## src/rtl/wdog_timer.sv

```systemverilog
`timescale 1ns/1ps
module wdog_timer #(
  parameter int ADDR_W    = 8,
  parameter int PULSE_LEN = 8,
  parameter logic [15:0] KEY_ARM = 16'hA5C6,
  parameter logic [15:0] KEY_GO  = 16'hDA7E
) (
  input  logic              clk,
  input  logic              rst_n,
  input  logic              bus_wr,
  input  logic [ADDR_W-1:0] bus_addr,
  input  logic [31:0]       bus_wdata,
  output logic [31:0]       bus_rdata,
  input  logic              dbg_halt,
  output logic              sys_rst_out
);
  localparam int PW = $clog2(PULSE_LEN + 1);
  localparam logic [ADDR_W-1:0] A_CLO = ADDR_W'(8'h10);
  localparam logic [ADDR_W-1:0] A_CHI = ADDR_W'(8'h14);
  localparam logic [ADDR_W-1:0] A_PLO = ADDR_W'(8'h18);
  localparam logic [ADDR_W-1:0] A_PHI = ADDR_W'(8'h1C);
  localparam logic [ADDR_W-1:0] A_TCR = ADDR_W'(8'h20);
  localparam logic [ADDR_W-1:0] A_GCR = ADDR_W'(8'h24);
  localparam logic [ADDR_W-1:0] A_WDC = ADDR_W'(8'h28);

  typedef enum logic [1:0] {WD_IDLE = 2'd0, WD_PRE = 2'd1, WD_RUN = 2'd2, WD_SVC = 2'd3} wd_state_t;

  wd_state_t      state, state_nx;
  logic [63:0]    cnt, per;
  logic [31:0]    tcr, gcr;
  logic           free_run, tmo_flag;
  logic [PW-1:0]  rst_left;

  wire [15:0] key      = bus_wdata[31:16];
  wire        wd_wr    = bus_wr && bus_addr == A_WDC;
  wire        active   = state[1];
  wire        wd_mode  = gcr[3:0] == 4'b1011;
  wire        tick     = active && (!dbg_halt || free_run);
  wire        svc_done = wd_wr && state == WD_SVC && key == KEY_GO;
  wire        svc_step = wd_wr && state == WD_RUN && key == KEY_ARM;
  wire        key_bad  = wd_wr && active && !svc_step && !svc_done;
  wire        expire   = tick && !wd_wr && cnt >= per;
  wire        fire     = key_bad || expire;

  always_comb begin
    state_nx = state;
    if (fire) state_nx = WD_IDLE;
    else if (wd_wr) begin
      case (state)
        WD_IDLE: if (wd_mode && key == KEY_ARM) state_nx = WD_PRE;
        WD_PRE:  if (key == KEY_GO) state_nx = WD_RUN;
                 else if (key != KEY_ARM) state_nx = WD_IDLE;
        WD_RUN:  state_nx = WD_SVC;
        WD_SVC:  state_nx = WD_RUN;
        default: state_nx = WD_IDLE;
      endcase
    end
  end

  always_ff @(posedge clk or negedge rst_n) begin
    if (!rst_n) begin
      state    <= WD_IDLE;
      cnt      <= '0;
      per      <= '0;
      tcr      <= '0;
      gcr      <= '0;
      free_run <= 1'b0;
      tmo_flag <= 1'b0;
      rst_left <= '0;
    end else begin
      state <= state_nx;
      if (fire || svc_done) cnt <= '0;
      else if (active) begin
        if (tick) cnt <= cnt + 64'd1;
      end else if (bus_wr) begin
        if (bus_addr == A_CLO) cnt[31:0]  <= bus_wdata;
        if (bus_addr == A_CHI) cnt[63:32] <= bus_wdata;
      end
      if (bus_wr && !active) begin
        if (bus_addr == A_PLO) per[31:0]  <= bus_wdata;
        if (bus_addr == A_PHI) per[63:32] <= bus_wdata;
        if (bus_addr == A_GCR) gcr        <= bus_wdata;
      end
      if (bus_wr && bus_addr == A_TCR) tcr <= bus_wdata;
      if (wd_wr) free_run <= bus_wdata[14];
      if (expire) tmo_flag <= 1'b1;
      if (fire) rst_left <= PW'(PULSE_LEN);
      else if (rst_left != '0) rst_left <= rst_left - 1'b1;
    end
  end

  assign sys_rst_out = rst_left != '0;

  always_comb begin
    case (bus_addr)
      A_CLO:   bus_rdata = cnt[31:0];
      A_CHI:   bus_rdata = cnt[63:32];
      A_PLO:   bus_rdata = per[31:0];
      A_PHI:   bus_rdata = per[63:32];
      A_TCR:   bus_rdata = tcr;
      A_GCR:   bus_rdata = gcr;
      A_WDC:   bus_rdata = {16'h0, tmo_flag, free_run, 12'h0, state};
      default: bus_rdata = '0;
    endcase
  end

  assert_timeout_fires_R5: assert property (@(posedge clk) disable iff (!rst_n)
    (active && !bus_wr && (!dbg_halt || free_run) && cnt >= per) |=> (sys_rst_out && tmo_flag));

  assert_halt_holds_R11: assert property (@(posedge clk) disable iff (!rst_n)
    (state == WD_RUN && dbg_halt && !free_run && !bus_wr) |=> $stable(cnt));

  assert_idle_after_fire_R7: assert property (@(posedge clk) disable iff (!rst_n)
    $rose(sys_rst_out) |-> (state == WD_IDLE && cnt == 64'd0));

  assert_badkey_fires_R10: assert property (@(posedge clk) disable iff (!rst_n)
    (bus_wr && bus_addr == A_WDC && state[1] && key != KEY_ARM && key != KEY_GO) |=> sys_rst_out);

  assert_gcr_locked_R12: assert property (@(posedge clk) disable iff (!rst_n)
    (bus_wr && bus_addr == A_GCR && state[1]) |=> $stable(gcr));

  assert_svc_no_reset_R9: assert property (@(posedge clk) disable iff (!rst_n)
    (bus_wr && bus_addr == A_WDC && state == WD_SVC && key == KEY_GO) |=> (!$rose(sys_rst_out) && state == WD_RUN));
endmodule

```

## config.mk

```make
export PLATFORM = sky130hd
export DESIGN_NAME = wdog_timer
export DESIGN_NICKNAME = d
export VERILOG_FILES = /design/src/rtl/wdog_timer.sv
export SDC_FILE = /design/constraint.sdc
export NUM_CORES = 1
export LEC_CHECK = 0
export ABC_AREA = 1
export BUFFER_PORTS_ARGS = -buffer_cell sky130_fd_sc_hd__buf_2
export CELL_PAD_IN_SITES_DETAIL_PLACEMENT = 1
export CELL_PAD_IN_SITES_GLOBAL_PLACEMENT = 2
export CORE_MARGIN = 2
export CORE_UTILIZATION = 36
export DETAILED_ROUTE_END_ITERATION = 10
export GPL_TIMING_DRIVEN = 0
export PLACE_DENSITY_LB_ADDON = 0.25
export SETUP_SLACK_MARGIN = 0.05
export SYNTH_ARGS = -nofsm -noshare
export SYNTH_HDL_FRONTEND = slang
export SYNTH_SLANG_ARGS = --single-unit
export TNS_END_PERCENT = 30
```

## constraint.sdc

```tcl
create_clock -name clk -period 2.9 [get_ports clk]
set_clock_uncertainty 0.1 [all_clocks]
set_input_delay 0.58 -clock clk [delete_from_list [all_inputs] [get_ports clk]]
set_output_delay 0.58 -clock clk [all_outputs]
set_load 0.005 [all_outputs]
```

==> summary.txt <==
Pwr
  – Clock power share: 37.6%
  – Peak supply drop: 0.000446 V
  – Net Sw Power: 2170 µW
  – Pleak: roughly 0.0074 µW
  – Pint: approximately 4500 µW
  – Comb pwr share: 15.8%
  – Sequential Power Share: 46.6%
  – Total power: 6640 µW
  – Power Dens Cells: 400 nW/µm²
  – Switching share of power: roughly 33%

Job
  – Max_cap viols: 0

Floorplan
  – Die Ht: 197 µm
  – Core area: 36700 µm²
  – Io pins: between 70 and 80
  – Die area: 39000 µm²
  – Die X: 197 µm
  – Rows: 70
  – Initial Util: 36.7%

GRT
  – Overall Global Routing Usage: 32.0%
  – First-pass GRT wire length: 90600 µm
  – Largest net degree at the start of global routing: 103
  – Vias in the first global route: approximately 14000
  – Initial antenna violation count: 1
  – Total grt overflow: 0

Logic synthesis
  – Top cell type's share of synthesized area: between 30 and 40%
  – Post-synth EDFFs: 0
  – Leading area contributor after synthesis: dfrtp_1
  – Top post-synthesis cells by area: dfrtp_1 (37%), nand2_1 (16%), o21ai_0 (7.8%)
  – Synth Area per Inst: 7.09 µm²
  – Synth Net Count: 2010
  – Async SR Flop Fraction: 100%
  – Synth warn: 0
  – #FFs+latches synth: 200
  – Cells after Synth: 1900
  – Distinct cells, synth: 44
  – Mapped cell area: 13500 µm²
  – Prevailing post-synth register cell: dfrtp_1
  – Post-synthesis sequential area ratio: 37.2%

Clocking
  – CTS Hold Bufs: 0
  – CTS tree: done
  – CTS root buf: clkbuf_16
  – CTS buffer count: 17
  – # clock sinks: 200
  – Clock-pin slew on the worst setup and hold paths: approximately 0.080 ns
  – Max H-tree Level: 4
  – Max clock buf depth: 2
  – Skew-Pair Late Insertion Delay: 0.48 ns

Timing
  – Tmin final: around 2.8 ns
  – Worst-Margin Slew: 1.01 ns
  – Total negative setup slack: 0 ns
  – Final setup violation count: 0
  – Slew margin rel.: between 30% and 40%
  – Final Hold Fails: 0
  – RSZ-0062 raised after global routing: yes
  – Slew Viols, Final: 0
  – Fin crit share: between 90% and 100%
  – FMAX: 352 MHz

Layout
  – Syn-to-layout area delta: 23.1%
  – Post-route cell area: 16600 µm²
  – Fraction of layout instances using a drive strength above 1: 19.5%
  – Non-Filler Instances: 2536
  – Total Nets Final: 2164

Detailed routing
  – Detailed Routing Iterations Pass 1: 7
  – Final ANT Viol Nets: 0
  – 1st-iter DRT viols: 1127
  – Residual DRC: 0
  – Vias per cell: roughly 5.6
  – Wire per inst: approximately 25 µm
  – DR vias: 14100
  – DRT Wirelength: 62400 µm

Place
  – RD Place Congestion: slightly below 1
  – Port bufs: 76
  – DP HPWL: 48300 µm
  – Cell Area, Placed: 14500 µm²
  – # placed instances: between 2000 and 2500

Critical path
  – R2R setup slack: 0.06 ns
  – RR Endpoint: cnt[6]
  – FF-to-FF Start: cnt[28]
  – Worst Setup Path Type: reg2reg
  – Critical path capture point type: flop
  – Cells on worst reg2reg path: 16
  – Crit start category: flop
  – Max stage delay on crit path: around 0.57 ns
  – Crit-path leading delay family: simple AND/OR/NAND/NOR gates
  – Critical-path top delay cell: dfrtp_1
  – Arrival @ worst endpoint: 3.15 ns
  – Cell Chain, Critical Path: ha_1 > nand2_1 > nor2_1 > nand4_1 > a21oi_1 > nor2_1 > nand2_1 > nand2_1 > nand2_2 > nand2_4 > nand4_4 > buf_12 > clkbuf_16 > buf_12 > nand3_1 > nand2_1
  – Top cell by count, worst path: nand2_1
  – CP bufs+invs: 3
  – Critical Path RT: 3.21 ns
  – Critical path fanouts, max: 6

Outcome
  – Run status: finished, final reports clean

Worst hold path
  – Hold WC Path Type: in2async
-- cells in the final DEF (no fill, tap or decap), types with 13 or more instances in the layout --
master	n
dfrtp_2	37
nor2_2	13
xor2_1	36
buf_4	54
nand4_1	20
o2111ai_1	13
nor3_1	38
nand3_2	44
a21oi_1	47
buf_2	82
inv_1	185
clkbuf_16	24
nand2_2	30
nand3_1	72
nand2_1	531
clkbuf_1	35
dfrtp_1	163
ha_1	57
nor2_1	196
a22oi_1	15
o21ai_0	210
-- timing repair --
item | in CTS | in global routing
cloned | 1 | 7
gates resized for setup | 114 | 139
buffers inserted | 8 | 42
endpoints found under the setup margin | 95 | 96
pin swaps | 4 | 50
-- cell families (layout without fill, tap and decap cells) --
| group | Yosys count | count (layout) | synth area share, % |
|---|---|---|---|
| flops | 200 | 200 | 37.2 |
| buf+inv | 276 | 443 | 8.44 |
| other cells | 0 | 1 | 0 |
| simple gates | 980 | 980 | 31.3 |
| compound gates | 335 | 335 | 14.2 |
| xor+xnor | 43 | 43 | 2.80 |
| fa+ha+maj | 66 | 66 | 6.13 |
-- synth_stat cells (3+ instances only) --
cell,count
nand2_2,4
nor3_1,42
o2111ai_1,15
buf_2,14
buf_6,3
inv_1,194
buf_1,3
nand4_1,20
a22oi_1,15
clkbuf_1,53
nand2_1,564
nor4_1,9
xnor2_1,7
a221oi_1,22
buf_4,3
o21ai_0,210
nand3_2,31
o21a_1,3
dfrtp_1,200
ha_1,66
buf_8,3
a21oi_1,50
nor2_1,212
o22ai_1,13
nand3_1,86
xor2_1,36
-- per-layer routing --
| metal | vias up | track usage, % | wire length, µm |
|---|---|---|---|
| met4 | 0 | 9.75 | 1920 |
| li1 | 6550 | - | - |
| met5 | - | 0 | 0 |
| met3 | 97 | 4.34 | 3240 |
| met2 | 394 | 50.7 | 28600 |
| met1 | 7065 | 45.1 | 28700 |
-- registers in the layout, summed over array words and instances (netlist names) --
register,count
cnt,64
per,64
gcr,32
tcr,32
rst_left,4
state,2
free_run,1
tmo_flag,1
-- cell type report --
class	count	area, µm²
fillers	4637	20100
multi-input cells	1424	7960
flip-flops and latches	200	5050
repair buffers	135	1010
inverters	196	749
plain buffers	80	634
well taps	468	586
clock buffers	18	439
clock inverters	14	160
diodes	1	2.50
-- worst max-delay path by stage --
stage / cells after the start / start / slack, ns / to
floorplan: 10 / bus_addr[1] / 0.44 / bus_rdata[10]
global placement: 1 / rst_n / -2.58 / gcr[26]
detailed placement: 12 / bus_addr[1] / -1.07 / bus_rdata[28]
CTS: 15 / cnt[63] / 0.03 / cnt[51]
global route: 16 / cnt[53] / -0.05 / cnt[6]
finish: 16 / cnt[28] / 0.06 / cnt[6]
-- through the flow --
stage	utilization, %	hold WS, ns	worst slack [ns]
6_report	45.2	0.0595	0.0570
5_1_grt	45.2	0.118	-0.0501
4_1_cts	42.5	0.0899	0.0263
3_5_place_dp	39.4	0.349	-1.07
3_3_place_gp	39.3	0.341	-2.58
2_1_floorplan	-	0.184	0.438
-- power groups by stage --
stage,sequential [µW],combinational (µW),clock (µW)
finish,3100,1050,2500
global route,3110,1170,2640
CTS,3090,916,2530
detailed placement,3140,871,0
global placement,3130,835,0
floorplan,3060,533,0
(Power assumes the default switching activity.)
